==> src/rtl/irq_router_pkg.sv <==
`timescale 1ns/1ps
package irq_router_pkg;
  localparam int unsigned CSR_ADDR_W    = 12;
  localparam int unsigned CSR_DATA_W    = 64;
  localparam int unsigned MAX_CPU       = 4;
  localparam int unsigned BULK_MASK_BIT = 11;
  localparam int unsigned BULK_PEND_BIT = 10;

  typedef enum logic [1:0] {
    SZ_8  = 2'd0,
    SZ_16 = 2'd1,
    SZ_32 = 2'd2,
    SZ_64 = 2'd3
  } acc_size_e;

  typedef enum logic [2:0] {
    RD_NONE,
    RD_MASK,
    RD_PEND,
    RD_RAW,
    RD_RAW32,
    RD_ERR
  } rd_sel_e;
endpackage

==> src/rtl/irq_csr_decode.sv <==
`timescale 1ns/1ps
module irq_csr_decode
  import irq_router_pkg::*;
#(
  parameter int unsigned NUM_CPU = 4,
  localparam int unsigned CPU_W = (NUM_CPU > 1) ? $clog2(NUM_CPU) : 1
) (
  input  logic                  req,
  input  logic                  we,
  input  logic [1:0]            size,
  input  logic [CSR_ADDR_W-1:0] addr,
  output logic                  mask_we,
  output logic [CPU_W-1:0]      cpu_sel,
  output rd_sel_e               rd_sel,
  output logic                  acc_err,
  output logic                  err_clr
);
  logic [5:0] bulk_idx;
  logic [3:0] reg_num;
  logic       full;
  logic       bulk_ok;
  logic       grp_ok;
  logic       unused_low;

  assign bulk_idx   = addr[9:4];
  assign reg_num    = addr[9:6];
  assign full       = (acc_size_e'(size) == SZ_64);
  assign bulk_ok    = (32'(bulk_idx) < NUM_CPU);
  assign grp_ok     = (32'(reg_num[1:0]) < NUM_CPU);
  assign unused_low = ^addr[3:0];

  always_comb begin
    mask_we = 1'b0;
    cpu_sel = '0;
    rd_sel  = RD_NONE;
    acc_err = 1'b0;
    err_clr = 1'b0;
    if (req) begin
      if (addr[BULK_MASK_BIT]) begin
        if (full && bulk_ok) begin
          cpu_sel = CPU_W'(bulk_idx);
          if (we) mask_we = 1'b1;
          else    rd_sel  = RD_MASK;
        end else acc_err = 1'b1;
      end else if (addr[BULK_PEND_BIT]) begin
        if (full && bulk_ok && !we) begin
          cpu_sel = CPU_W'(bulk_idx);
          rd_sel  = RD_PEND;
        end else acc_err = 1'b1;
      end else begin
        case (reg_num[3:2])
          2'b00: begin
            if (full && grp_ok) begin
              cpu_sel = CPU_W'(reg_num[1:0]);
              if (we) mask_we = 1'b1;
              else    rd_sel  = RD_MASK;
            end else acc_err = 1'b1;
          end
          2'b01: begin
            if (full && grp_ok && !we) begin
              cpu_sel = CPU_W'(reg_num[1:0]);
              rd_sel  = RD_PEND;
            end else acc_err = 1'b1;
          end
          2'b10: begin
            if (reg_num[1:0] == 2'b00) begin
              if (we)                              acc_err = 1'b1;
              else if (full)                       rd_sel  = RD_RAW;
              else if (acc_size_e'(size) == SZ_32) rd_sel  = RD_RAW32;
              else                                 acc_err = 1'b1;
            end else if (reg_num[1:0] == 2'b01) begin
              if (!full)   acc_err = 1'b1;
              else if (we) err_clr = 1'b1;
              else         rd_sel  = RD_ERR;
            end else acc_err = 1'b1;
          end
          default: acc_err = 1'b1;
        endcase
      end
    end
  end
endmodule

==> src/rtl/irq_line_latch.sv <==
`timescale 1ns/1ps
module irq_line_latch #(
  parameter int unsigned NUM_LINES = 64,
  localparam int unsigned LINE_W = $clog2(NUM_LINES)
) (
  input  logic                 clk,
  input  logic                 rst_n,
  input  logic                 set_vld,
  input  logic [LINE_W-1:0]    set_idx,
  input  logic                 clr_vld,
  input  logic [LINE_W-1:0]    clr_idx,
  output logic [NUM_LINES-1:0] raw_d,
  output logic [NUM_LINES-1:0] raw_q
);
  logic raw_en;

  assign raw_en = set_vld | clr_vld;

  // the clear goes in first, so a set on the same line wins
  always_comb begin
    raw_d = raw_q;
    if (clr_vld && (32'(clr_idx) < NUM_LINES)) raw_d[clr_idx] = 1'b0;
    if (set_vld && (32'(set_idx) < NUM_LINES)) raw_d[set_idx] = 1'b1;
  end

  always_ff @(posedge clk or negedge rst_n) begin
    if (!rst_n)      raw_q <= '0;
    else if (raw_en) raw_q <= raw_d;
  end
endmodule

==> src/rtl/irq_cpu_route.sv <==
`timescale 1ns/1ps
module irq_cpu_route #(
  parameter int unsigned NUM_LINES = 64
) (
  input  logic                 clk,
  input  logic                 rst_n,
  input  logic                 mask_we,
  input  logic [NUM_LINES-1:0] wdata,
  input  logic [NUM_LINES-1:0] raw_d,
  input  logic [NUM_LINES-1:0] raw_q,
  output logic [NUM_LINES-1:0] mask_q,
  output logic [NUM_LINES-1:0] pend,
  output logic                 irq_q
);
  logic [NUM_LINES-1:0] mask_d;
  logic                 irq_d;

  // the output follows next-state values, so it moves at the same edge as the state
  assign mask_d = mask_we ? wdata : mask_q;
  assign irq_d  = |(mask_d & raw_d);
  assign pend   = mask_q & raw_q;

  always_ff @(posedge clk or negedge rst_n) begin
    if (!rst_n)       mask_q <= '0;
    else if (mask_we) mask_q <= mask_d;
  end

  always_ff @(posedge clk or negedge rst_n) begin
    if (!rst_n) irq_q <= 1'b0;
    else        irq_q <= irq_d;
  end
endmodule

==> src/rtl/irq_router.sv <==
`timescale 1ns/1ps
module irq_router
  import irq_router_pkg::*;
#(
  parameter int unsigned NUM_CPU   = 4,
  parameter int unsigned NUM_LINES = 64,
  localparam int unsigned LINE_W = $clog2(NUM_LINES),
  localparam int unsigned CPU_W  = (NUM_CPU > 1) ? $clog2(NUM_CPU) : 1
) (
  input  logic                  clk,
  input  logic                  rst_n,
  input  logic                  dev_set_vld,
  input  logic [LINE_W-1:0]     dev_set_idx,
  input  logic                  dev_clr_vld,
  input  logic [LINE_W-1:0]     dev_clr_idx,
  input  logic                  csr_req,
  input  logic                  csr_we,
  input  logic [1:0]            csr_size,
  input  logic [CSR_ADDR_W-1:0] csr_addr,
  input  logic [CSR_DATA_W-1:0] csr_wdata,
  output logic [CSR_DATA_W-1:0] csr_rdata,
  output logic [NUM_CPU-1:0]    cpu_irq
);
  // NUM_CPU is limited to MAX_CPU and NUM_LINES to CSR_DATA_W by the register layout

  logic [NUM_LINES-1:0]         raw_d;
  logic [NUM_LINES-1:0]         raw_q;
  logic [CSR_DATA_W-1:0]        raw_ext;
  logic [NUM_LINES-1:0]         mask_q [NUM_CPU];
  logic [NUM_LINES-1:0]         pend   [NUM_CPU];
  logic [NUM_CPU-1:0]           pend_any;
  logic [NUM_CPU*NUM_LINES-1:0] mask_flat;
  logic                         mask_we;
  logic [CPU_W-1:0]             cpu_sel;
  rd_sel_e                      rd_sel;
  logic                         acc_err;
  logic                         err_clr;
  logic                         err_d;
  logic                         err_q;

  irq_csr_decode #(.NUM_CPU(NUM_CPU)) u_dec (
    .req     (csr_req),
    .we      (csr_we),
    .size    (csr_size),
    .addr    (csr_addr),
    .mask_we (mask_we),
    .cpu_sel (cpu_sel),
    .rd_sel  (rd_sel),
    .acc_err (acc_err),
    .err_clr (err_clr)
  );

  irq_line_latch #(.NUM_LINES(NUM_LINES)) u_raw (
    .clk     (clk),
    .rst_n   (rst_n),
    .set_vld (dev_set_vld),
    .set_idx (dev_set_idx),
    .clr_vld (dev_clr_vld),
    .clr_idx (dev_clr_idx),
    .raw_d   (raw_d),
    .raw_q   (raw_q)
  );

  for (genvar c = 0; c < NUM_CPU; c++) begin : g_cpu
    irq_cpu_route #(.NUM_LINES(NUM_LINES)) u_route (
      .clk     (clk),
      .rst_n   (rst_n),
      .mask_we (mask_we && (cpu_sel == CPU_W'(c))),
      .wdata   (csr_wdata[NUM_LINES-1:0]),
      .raw_d   (raw_d),
      .raw_q   (raw_q),
      .mask_q  (mask_q[c]),
      .pend    (pend[c]),
      .irq_q   (cpu_irq[c])
    );
    assign pend_any[c] = |pend[c];
    assign mask_flat[c*NUM_LINES +: NUM_LINES] = mask_q[c];
  end

  always_comb begin
    err_d = err_q;
    if (acc_err)      err_d = 1'b1;
    else if (err_clr) err_d = 1'b0;
  end

  always_ff @(posedge clk or negedge rst_n) begin
    if (!rst_n)                 err_q <= 1'b0;
    else if (acc_err | err_clr) err_q <= err_d;
  end

  assign raw_ext = CSR_DATA_W'(raw_q);

  always_comb begin
    csr_rdata = '0;
    case (rd_sel)
      RD_MASK:  csr_rdata = CSR_DATA_W'(mask_q[cpu_sel]);
      RD_PEND:  csr_rdata = CSR_DATA_W'(pend[cpu_sel]);
      RD_RAW:   csr_rdata = raw_ext;
      RD_RAW32: csr_rdata = {32'b0, raw_ext[31:0]};
      RD_ERR:   csr_rdata = {{(CSR_DATA_W-1){1'b0}}, err_q};
      default:  csr_rdata = '0;
    endcase
  end
endmodule

==> config.mk <==
export PLATFORM = sky130hd
export DESIGN_NAME = irq_router
export DESIGN_NICKNAME = d
export VERILOG_FILES = /design/src/rtl/irq_router_pkg.sv /design/src/rtl/irq_csr_decode.sv /design/src/rtl/irq_line_latch.sv /design/src/rtl/irq_cpu_route.sv /design/src/rtl/irq_router.sv
export SDC_FILE = /design/constraint.sdc
export NUM_CORES = 1
export LEC_CHECK = 0
export BUFFER_PORTS_ARGS = -buffer_cell sky130_fd_sc_hd__buf_2
export CELL_PAD_IN_SITES_DETAIL_PLACEMENT = 0
export CELL_PAD_IN_SITES_GLOBAL_PLACEMENT = 2
export CORE_ASPECT_RATIO = 0.7
export CORE_UTILIZATION = 38
export CTS_CLUSTER_SIZE = 10
export DETAILED_ROUTE_END_ITERATION = 6
export PLACE_DENSITY_LB_ADDON = 0.1
export SETUP_SLACK_MARGIN = 0.3
export SYNTH_ARGS = -nofsm -noshare
export SYNTH_HDL_FRONTEND = slang
export SYNTH_SLANG_ARGS = --single-unit
==> constraint.sdc <==
create_clock -name clk -period 5.1 [get_ports clk]
set_input_delay 1.02 -clock clk [delete_from_list [all_inputs] [get_ports clk]]
set_output_delay 1.02 -clock clk [all_outputs]
set_load 0.05 [all_outputs]
==> After elaboration in Yosys (flattened, before gate mapping) <==
Index checks and enable logic that the tools add are counted.
{ "word_totals": {"ff_bits": 325, "latch_bits": 0, "mem_bits_rw": 0, "romBits": 0, "input_bits": 96, "out_inout_bits": 68, "word_cells": 131, "memories": 0} }
{ "op_classes": {"add_sub_neg": 0, "n_mul": 0, "n_div": 0, "magnitude_cmp": 6, "eq_ne": 13, "shifts": 0, "muxes": 69, "bitwise_logic": 14, "n_reduce_logical": 19} }
{ "ops": {"columns": ["cell", "n"], "rows": [
  ["$mux 64", 10],
  ["$and 64x64->64", 9],
  ["$pmux 64 s5", 1],
  ["$bmux 64 s2", 2],
  ["$reduce_or 64->1", 4],
  ["$not 64->64", 1],
  ["$or 64x64->64", 1],
  ["$mux 3", 11],
  ["$mux 1", 31],
  ["$mux 2", 9],
  ["$lt 6x7->1 const B", 2],
  ["$demux 1 s6", 2],
  ["$ge 6x1->1 const B", 2],
  ["$eq 2x2->1 const B", 5],
  ["$logic_and 1x1->1", 9],
  ["$pmux 3 s3", 1],
  ["$eq 2x1->1 const B", 3],
  ["$eq 3x2->1 const B", 2],
  ["$eq 3x3->1 const B", 2],
  ["$logic_not 2->1", 3],
  ["$lt 6x3->1 const B", 1],
  ["$pmux 2 s2", 1],
  ["$eq 3x1->1 const B", 1],
  ["$ge 3x3->1 const B", 1],
  ["6 further kinds", 7]
]} }

==> Longest topological paths before layout <==
Gate-level depths: netlist of run 1.
{ "logic_depth": {"ltp_word": 12, "ltp_mapped": 13, "ltp_nobuf": 9} }

==> Hierarchy <==
Synthesis of run 1 repeated with hierarchy kept, for this count alone.
{ "unflattened": {"hier_cells": 1895, "hier_area_um2": 21206.6} }
{ "modules_own_cells": {"columns": ["mod", "instances", "cells_per_inst", "area_each_um2", "seq_area_each_um2"], "rows": [
  ["irq_cpu_route", 4, 243, 3186.8, 1626.6],
  ["irq_router", 1, 549, 5058.6, 25.0],
  ["irq_line_latch", 1, 337, 3123.0, 1601.5],
  ["irq_csr_decode", 1, 37, 277.8, 0.0]
]} }

==> Worst setup path before layout of run 1 <==
No wires, ideal clock.
{ "synth_timing": {"path_type": "input to output", "from": "input port csr_addr[10]", "to": "output port csr_rdata[62]", "arrival_ns": 4.193, "t_required_ns": 4.080, "setup_slack_ns": -0.113, "path_stages": 8, "path_buffers": 3, "path_cell_list": "clkbuf_1 -> o21ai_0 -> or4_1 -> a21oi_1 -> clkbuf_1 -> clkbuf_1 -> mux2_2 -> o21ai_0"} }
{ "synth_between": {"elab_chain_cells": 8, "elab_cells_between_ends": 19, "classes_between": "5 x eq/ne; 13 x mux; 1 x bitwise"} }
{ "synth_rtl": {"columns": ["item", "line", "text"], "rows": [
  ["from (decl)", "irq_router.sv:19", "input logic [CSR_ADDR_W-1:0] csr_addr,"],
  ["$mux 2", "irq_csr_decode.sv:45", "end else if (addr[BULK_PEND_BIT]) begin"],
  ["$mux 2", "irq_csr_decode.sv:39", "if (addr[BULK_MASK_BIT]) begin"],
  ["$mux 2", "irq_csr_decode.sv:38", "if (req) begin"],
  ["$not 2->3 (implied by the code)", "irq_router.sv:96, irq_router.sv:97", null],
  ["$bmux 64 s2, on equally long branches", "irq_router.sv:97, irq_router.sv:96", null],
  ["$mux 64, on equally long branches (2 in a row)", "irq_router.sv:97, irq_router.sv:96", null],
  ["$pmux 64 s5 (*)", "irq_router.sv:95", "case (rd_sel)"],
  ["to (decl)", "irq_router.sv:21", "output logic [CSR_DATA_W-1:0] csr_rdata,"]
]} }
Every way passes the cells marked *; elsewhere a longest branch is shown, timed or not. The select of a mux whose other input is x is not followed.

==> Worst setup path after layout of run 1 <==
{ "layout_timing": {"from": "input port csr_addr[7]", "to": "output port csr_rdata[10]"} }
{ "layout_between": {"elab_chain_cells": 12, "elab_cells_between_ends": 34, "classes_between": "1 x order compare; 6 x eq/ne; 23 x mux; 1 x bitwise; 3 x reduce/logical"} }
{ "layout_rtl": {"columns": ["item", "line", "text"], "rows": [
  ["$lt 6x3->1", "irq_csr_decode.sv:28", "assign bulk_ok = (32'(bulk_idx) < NUM_CPU);"],
  ["$logic_and 1x1->1", "irq_csr_decode.sv:40, irq_csr_decode.sv:46", null],
  ["$logic_and 1x1->1", "irq_csr_decode.sv:46", "if (full && bulk_ok && !we) begin"],
  ["$mux 2", "irq_csr_decode.sv:46", null],
  ["$mux 2", "irq_csr_decode.sv:45", null],
  ["$mux 2", "irq_csr_decode.sv:39", null],
  ["$mux 2", "irq_csr_decode.sv:38", null],
  ["$not 2->3 (implied by the code)", "irq_router.sv:96, irq_router.sv:97", null],
  ["$bmux 64 s2, on equally long branches", "irq_router.sv:97, irq_router.sv:96", null],
  ["$mux 64, on equally long branches (2 in a row)", "irq_router.sv:97, irq_router.sv:96", null],
  ["$pmux 64 s5 (*)", "irq_router.sv:95", null]
]} }
Marks and branches as above.

==> results.txt, run 1 <==
- The biggest area contributor in the post-synthesis netlist is sky130_fd_sc_hd__dfrtp_1.
- Synth Area in XOR/XNOR: 0.000463
- Floorplan die height: 189 um
- Detail-routed net length per standard cell: 34.8 um
* Total number of H-tree levels: 2
- Worst reg-to-reg path cell count: 9
- Peak clock frequency supported by timing: 209 MHz
* Core region area: 48500 um^2
- Data arrives at the worst endpoint at 3.76 ns.
- The cell area that synthesis handed to floorplanning was 18900 um^2.
- For the pin with the worst max-slew slack, the measured transition is 1.20 ns.
- Synthesis produced a netlist with a net count of 2125.
- Of the total synthesized cell area, the portion taken by AND, OR, NAND and NOR gates is 0.187.
- Post-synthesis cell type count: 77
* Number of enable-type register cells in the synthesized netlist: 0
- The internal portion of the total power is 4570 uW.
* Area after detailed placement: 21300 um^2
- Summed over all failing endpoints, the final setup total negative slack is 0 ns.
* Kind of end point of the critical path: primary output
- After detailed routing, no signal wire sits above met5.
- The number of hold buffers added after CTS was 0.
- Fraction of final layout cells sized beyond drive strength 1: 0.269
* Number of core rows: 67
* Tightest Hold Check Type: in2async
- The die covers 50600 um^2.
* Clock group share of total power: 0.387
- Portion of synthesized cell area occupied by the leading cell type: 0.430
* HPWL reported at the end of detailed placement: 75400 um
* Overflow left after global routing: 0
- Register area share after synthesis: 0.430
- The portion of synthesized area spent on multiplexers is 0.177.
* Max-slew violation count: 0
- Final number of setup-violating endpoints: 0
- Max cap viols: 0
- Total power density per cell area: 297 nW/um^2
* Dominant combinational cell family by area after synthesis: simple AND/OR/NAND/NOR gates
- Number of flip-flops and latches in the synthesized netlist: 325
- For this run, the leading register cell type out of synthesis is sky130_fd_sc_hd__dfrtp_1.
- Switching fraction of total power: 0.320
* Minimum hold slack: 0.431 ns
- Leakage dissipation: 0.0115 uW
- The share of total power dissipated in combinational logic is 0.177.
- During synthesis, Yosys emitted a total of 0 warnings.
* Cell count after synthesis: 2029
- Synthesized area per cell: 9.32 um^2
- Min cycle time layout: 4.78 ns
- Of the total power, registers draw 0.436.
- IR analysis of the VDD net gives a maximum drop of 0.205 mV.
* Total detailed-routing wirelength: 100000 um
* Area of the multi-input gates: 10300 um^2
* Clk_skew: 0.0206 ns
- In this run the deepest clock path goes through 3 buffers.
- # fillers: 4795
- In this run the tightest slew margin relative to its limit is 0.189.
- The root buffer cell chosen for the clock tree is sky130_fd_sc_hd__clkbuf_16.
* Antenna viol nets, final: 0
- WP data required: 4.08 ns
- Placer congestion estimate: 0.997
- In the detailed route, the total length drawn on met2 is 40800 um.
- Clock latency on the worst-skew pair: 0.56 ns
* Filler-free cell count of the finished design: 2885
* Design Area, Final: 22600 um^2
* Startpoint types: input pin
- Clock tree from TritonCTS: yes
- Maximum net fanout on the critical path: 25
* Vias in the first global route: 17400
- Setup repair after global routing could not meet its margin everywhere.
* Drt drc: 0
- In the post-synthesis netlist, the biggest area contributors are sky130_fd_sc_hd__dfrtp_1, sky130_fd_sc_hd__nand2_1, sky130_fd_sc_hd__mux2_2.
- Fraction of the mapped netlist area in adder cells: 0
- Placed cell count: 2821
- Counting the buffers created by CTS gives 39.
- Final total power: 6720 uW
- Using the TritonRoute via totals, the vias-per-cell ratio works out to 6.45.
- Area taken by flip-flops and latches: 8130 um^2
* First-pass GRT wire length: 139000 um
* Count of vias placed by the detailed router: 18600
* Number of sinks driven by the clock tree: 325
- For this run, the total global-route usage over all layers was measured as 0.392.
* DRT Pass-1 Iters: 6
- In this run, the number of DRC markers left after iteration 0 of detailed routing was 2798.
* Antenna violations before repair: 4
- In the synthesized netlist the async set-or-reset flop fraction comes to 1.00.
- For this design the top-level I/O count stands at 164.
- Number of buffers added on ports: 159
* Met3 routed wirelength: 11800 um
* Clock slew at reported path FFs: 0.06 ns
- Layout overhead on the synthesized area: 19.6%
- Number of nets in the layout: 2314
- The number of failing hold endpoints at the final stage was 0.
- For this configuration, the core starts out at a cell density of 0.390.
- Fraction of the cycle the final worst path needs: 0.938
* Pin count of the biggest net entering global routing: 102
- The detailed router put a total of 45200 um of wire on met1.
* Sw Pwr: 2150 uW
- Run status: finished clean
- The fraction of the mapped netlist area in compound gates is 0.166.
- DIE WIDTH: 269 um
* Start-to-end type of the worst setup path: in2out
repair_timing:
| action | CTS | global route |
|---|---|---|
| endpoints found under the setup margin | 22 | 21 |
| pin swaps | 0 | 2 |
| endpoints found under the hold margin | 0 | 0 |
| buffers inserted | 0 | 9 |
| cloned | 0 | 2 |
| resized for setup | 4 | 9 |
worst max-delay path: stages:
cell and delay, ns:
sky130_fd_sc_hd__buf_2 0.14, sky130_fd_sc_hd__or2_2 0.31, sky130_fd_sc_hd__or4_4 0.53, sky130_fd_sc_hd__a21oi_4 0.30, sky130_fd_sc_hd__buf_12 0.26, sky130_fd_sc_hd__mux2_2 0.38, sky130_fd_sc_hd__a21oi_1 0.14, sky130_fd_sc_hd__o21ai_0 0.09
sky130_fd_sc_hd__o21ai_1 0.22, sky130_fd_sc_hd__buf_2 0.34
cells in the final DEF, fill, tap and decap left out, drive strengths merged, types with 46 or more instances in the layout:
cell type / n
a21oi: 50
a22o: 46
a22oi: 81
buf: 284
clkbuf: 53
dfrtp: 325
mux2: 179
mux2i: 131
nand2: 522
nand3: 57
o21ai: 135
cells in the mapped netlist, types with 6 or more instances:
cell type / instances
sky130_fd_sc_hd__a2111oi_0: 7
sky130_fd_sc_hd__a21boi_0: 29
sky130_fd_sc_hd__a21o_1: 6
sky130_fd_sc_hd__a21oi_1: 50
sky130_fd_sc_hd__a221o_1: 8
sky130_fd_sc_hd__a221oi_1: 15
sky130_fd_sc_hd__a222oi_1: 6
sky130_fd_sc_hd__a22o_1: 46
sky130_fd_sc_hd__a22oi_1: 81
sky130_fd_sc_hd__a31oi_1: 6
sky130_fd_sc_hd__a32oi_1: 22
sky130_fd_sc_hd__and2_1: 7
sky130_fd_sc_hd__and3_1: 12
sky130_fd_sc_hd__and3b_1: 8
sky130_fd_sc_hd__and4_1: 8
sky130_fd_sc_hd__and4b_1: 7
sky130_fd_sc_hd__buf_1: 20
sky130_fd_sc_hd__buf_2: 21
sky130_fd_sc_hd__buf_4: 10
sky130_fd_sc_hd__clkbuf_1: 84
sky130_fd_sc_hd__dfrtp_1: 325
sky130_fd_sc_hd__inv_1: 37
sky130_fd_sc_hd__mux2_2: 174
sky130_fd_sc_hd__mux2i_1: 131
sky130_fd_sc_hd__nand2_1: 522
sky130_fd_sc_hd__nand3_1: 57
sky130_fd_sc_hd__nand4_1: 29
sky130_fd_sc_hd__nand4b_1: 6
sky130_fd_sc_hd__nor2_1: 31
sky130_fd_sc_hd__nor3_1: 6
sky130_fd_sc_hd__nor3b_1: 6
sky130_fd_sc_hd__nor4_1: 6
sky130_fd_sc_hd__nor4bb_1: 6
sky130_fd_sc_hd__o21ai_0: 133
sky130_fd_sc_hd__or2_2: 19
sky130_fd_sc_hd__or4_1: 8
path summary, 6_finish.rpt:
kind,startpoint,endpoint,slack [ns]
worst max-delay path,csr_addr[7],csr_rdata[10],0.32
worst min-delay path,rst_n,g_cpu[0].u_route.mask_q[34],0.43
worst max register to register,u_raw.raw_q[41],g_cpu[2].u_route.irq_q,1.64
worst min register to register,g_cpu[1].u_route.mask_q[46],g_cpu[1].u_route.mask_q[46],0.50
max in group asynchronous,rst_n,u_raw.raw_q[17],3.51
min in group clk,g_cpu[1].u_route.mask_q[46],g_cpu[1].u_route.mask_q[46],0.50
registers in the layout, indices dropped and copies added (netlist names):
register and count:
u_raw.raw_q 64, g_cpu.u_route.mask_q 256, err_q 1, g_cpu.u_route.irq_q 4
kinds of logic after synthesis:
| kind of cell | Yosys count |
|---|---|
| AO/OA/AOI/OAI | 449 |
| XOR/XNOR | 1 |
| buffers and inverters | 177 |
| flip-flops | 325 |
| multiplexers | 310 |
| AND/OR/NAND/NOR | 767 |
power groups by stage:
stage / logic [uW] / clock network (uW) / registers (uW)
3_3_place_gp: 1140 / 0 / 2960
5_1_grt: 1240 / 2710 / 2940
4_1_cts: 1150 / 2610 / 2920
3_5_place_dp: 1140 / 0 / 2960
6_report: 1190 / 2600 / 2930
2_1_floorplan: 581 / 0 / 2860
through the flow:
stage,setup slack [ns],utilization
4_1_cts,0.332,0.463
5_1_grt,0.275,0.467
3_3_place_gp,0.170,0.441
6_report,0.318,0.467
2_1_floorplan,0.268,-
3_5_place_dp,0.171,0.441
cell type report:
class	count	area share
antenna	1	0.000111
clock buffer	49	0.0471
clock inverter	3	0.00133
inverter	37	0.00614
multi-input combinational	1527	0.457
sequential	325	0.360
tap	655	0.0362
timing repair buffer	288	0.0926
routing by layer:
metal	up-vias	track usage
met2	1148	0.542
met4	2	0.0944
met5	-	0
li1	7736	-
met3	165	0.105
met1	9549	0.597
No activity file was read; power rests on OpenSTA's default activity.
==> run 2, diff against run 1 <==
--- a/config.mk
+++ b/config.mk
@@ -5,7 +5,7 @@
 export SDC_FILE = /design/constraint.sdc
 export NUM_CORES = 1
 export LEC_CHECK = 0
-export BUFFER_PORTS_ARGS = -buffer_cell sky130_fd_sc_hd__buf_2
+export BUFFER_PORTS_ARGS = -buffer_cell sky130_fd_sc_hd__clkbuf_2
 export CELL_PAD_IN_SITES_DETAIL_PLACEMENT = 0
 export CELL_PAD_IN_SITES_GLOBAL_PLACEMENT = 2
 export CORE_ASPECT_RATIO = 0.7
==> run 2 against run 1 <==
Critical path depth up 2. Clock power hardly changed. Sequential share of layout area down 1.3 points. Final cell count up 0.87%. Setup slack gained 0.033 ns. Critical endpoint is now csr_rdata[42]. Flip-flop and latch count stayed put. Global-route usage rose by 0.38 points. Via count rose by 0.22%. Die area is the same.
==> results.txt, run 2 (synthesis results as in run 1) <==
- The flow ran to the end, and the final reports show no timing, DRC or antenna violations.
- Setup repair after global routing left no endpoint under its margin.
* Final hold violation count: 0
* Maximum net fanout on the critical path: 14
- STA classifies the critical path startpoint as an input pin.
- Across every metal layer, demand over resource in global routing totals 0.396.
- Summing over every cut layer, the via total after detailed routing is 18600.
- The worst setup path is of the in2out kind.
* Layout overhead on the synthesized area: 24.3%
* Leakage dissipation: 0.0118 uW
* Hold path startpoint: g_cpu[2].u_route.mask_q[30]
- Data on the critical path arrives at its endpoint at 3.73 ns.
- In the final layout, the share of cells above drive strength 1 is 0.277.
- The count of pins over their slew limit was 0.
- Design Area, Final: 23500 um^2
* Tightest Hold Check Type: reg2reg
* Detail-routed net length per standard cell: 34.4 um
- The number of cells on the worst reg-to-reg path is 8.
- The worst register-to-register path has a setup slack of 1.53 ns.
* Minimum hold slack: 0.495 ns
- More flip-flops sit in one register than any other, and that register is g_cpu.u_route.mask_q.
- Across the VDD grid, the largest voltage drop is 0.214 mV.
- Measured along the y axis, the die boundary spans 189 um.
- At the worst endpoint, the required time is 4.08 ns.
* Vias in the first global route: 17600
- DRT Pass-1 Iters: 6
- Count of pins on the block boundary: 164
* Top flop regs: g_cpu.u_route.mask_q (256), u_raw.raw_q (64), g_cpu.u_route.irq_q (4)
- Leaving out fill and tap cells, the most frequent cell in the layout is sky130_fd_sc_hd__nand2_1.
* Total power density per cell area: 284 nW/um^2
- Switching fraction of total power: 0.321
- The number of antenna violations at the first check in global routing came to 7.
- At the end of routability-driven placement, the weighted congestion stood at 1.04.
- Port buffering added 159 buffers.
- Final number of setup-violating endpoints: 0
- Max cap viols: 0
- # fillers: 4701
* Longest Clk Path Bufs: 3
* Final standard cell utilization of the core: 0.485
- Peak clock frequency supported by timing: 211 MHz
- The detail route stage leaves a number of antenna-violating nets equal to 0.
* Pin count of the biggest net entering global routing: 99
* Clock tree from TritonCTS: yes
- Counting the buffers created by CTS gives 39.
* Count of cells along the worst hold path: 2
- Total detailed-routing wirelength: 100000 um
- The initial utilization of the core area, before any placement, comes to 0.390.
- Sequential power share: 0.438
- The cell sitting at the root of the clock tree is a sky130_fd_sc_hd__clkbuf_16.
- Fraction of the cycle the final worst path needs: 0.931
- The first global-routing pass estimated 140000 um of wire.
- Number of hold buffers added after cts: 0
- Combinational Power Share: 0.178
* Overflow left after global routing: 0
- The internal power of the cells totals 4540 uW.
- Setup tns final: 0 ns
- Drt drc: 0
- Most frequent cells in the layout: sky130_fd_sc_hd__nand2_1, sky130_fd_sc_hd__dfrtp_1, sky130_fd_sc_hd__mux2_2, sky130_fd_sc_hd__mux2i_1, sky130_fd_sc_hd__buf_4
- Sw Pwr: 2150 uW
* HPWL reported at the end of detailed placement: 75600 um
* Number of nets in the layout: 2339
* Total number of H-tree levels: 2
* Min cycle time layout: 4.75 ns
* Worst hold endpoint: g_cpu[2].u_route.mask_q[30]
* Clk_skew: 0.0153 ns
- The worst register-to-register path ends at g_cpu[2].u_route.irq_q.
- Number of sinks driven by the clock tree: 325
- Worst slew pin tran: 1.22 ns
- Via count normalized by instance count: 6.41
- For the worst-skew pair, the clock arrives at the later sink with an insertion delay of 0.56 ns.
- The die covers 50600 um^2.
* Area after detailed placement: 22200 um^2
- Number of core rows: 67
- Launching point of the worst reg2reg path: u_raw.raw_q[41]
* Kind of end point of the critical path: primary output
* Core region area: 48500 um^2
* DRC marker count from the first detailed-route iteration: 2619
* Number of flip-flops under the largest register name: 256
* Clock group share of total power: 0.384
- Measured along the x axis, the die boundary spans 269 um.
- Clock-pin slew was measured on the worst setup and hold paths at 0.05 ns.
- Measured against its own limit, the worst slew margin works out to 0.176.
## run 2: cell types whose count changed in the layout (fill, tap and decap cells not counted), moves of 2 or more
cell,before,now
sky130_fd_sc_hd__bufbuf_16,0,2
sky130_fd_sc_hd__buf_12,20,68
sky130_fd_sc_hd__clkbuf_16,42,39
sky130_fd_sc_hd__buf_2,152,1
sky130_fd_sc_hd__clkbuf_2,0,109
sky130_fd_sc_hd__inv_6,1,3
sky130_fd_sc_hd__buf_4,110,129
## run 2: what timing repair did
item / 4_1_cts / 5_1_grt
cloned: 2 / 1
resized for setup: 3 / 7
buffers inserted: 2 / 9
endpoints found under the setup margin: 23 / 34
pin swaps: 0 / 2
## run 2: cell type report
class	instances	area (um^2)	share of cell area
multi-input combinational	1528	10300	0.440
sequential	325	8130	0.346
timing repair buffer	312	2980	0.127
clock buffer	48	1040	0.0443
tap	655	820	0.0349
inverter	37	139	0.00591
clock inverter	4	31.3	0.00133
antenna	1	2.50	0.000107
## run 2: metrics by stage
step	power (uW)	setup slack, ns	instances
floorplan	3440	0.268	2029
global placement	4090	0.214	2843
detailed placement	4100	0.207	2843
CTS	6640	0.302	2899
global route	6850	0.310	2909
finish	6680	0.351	2910
## run 2: how the worst max path moves through the flow
stage                       from            end  slack (ns)  depth (start not counted)
floorplan           csr_addr[10]  csr_rdata[62]        0.27                          8
global placement    csr_addr[11]  csr_rdata[20]        0.21                         12
detailed placement  csr_addr[11]  csr_rdata[20]        0.21                         12
CTS                 csr_addr[11]  csr_rdata[63]        0.30                         12
global route         csr_addr[7]   csr_rdata[9]        0.31                         12
finish               csr_addr[7]  csr_rdata[42]        0.35                         12
## run 2: worst max-delay path, stage by stage
cell and delay, ns:
sky130_fd_sc_hd__clkbuf_2 0.16, sky130_fd_sc_hd__or2_4 0.31, sky130_fd_sc_hd__or4_4 0.53, sky130_fd_sc_hd__a21oi_4 0.19, sky130_fd_sc_hd__buf_12 0.15, sky130_fd_sc_hd__buf_12 0.13
sky130_fd_sc_hd__bufbuf_16 0.33, sky130_fd_sc_hd__mux2_2 0.38, sky130_fd_sc_hd__nand2_1 0.07, sky130_fd_sc_hd__nand3_1 0.10, sky130_fd_sc_hd__o21ai_2 0.17, sky130_fd_sc_hd__buf_12 0.19
## run 2: routing by layer
metal,wire length (um),part of all wire,track usage
met1,44900,0.45,0.600
met2,40000,0.40,0.538
met3,12200,0.12,0.116
met4,3020,0.030,0.107
met5,40,0.00040,0
## run 2: power by group through the flow
stage	sequential, uW	clock, uW	combinational (uW)
after floorplan	2860	0	581
after global placement	2960	0	1140
after detailed placement	2960	0	1140
after CTS	2910	2580	1150
after global routing	2930	2690	1240
final	2920	2570	1190
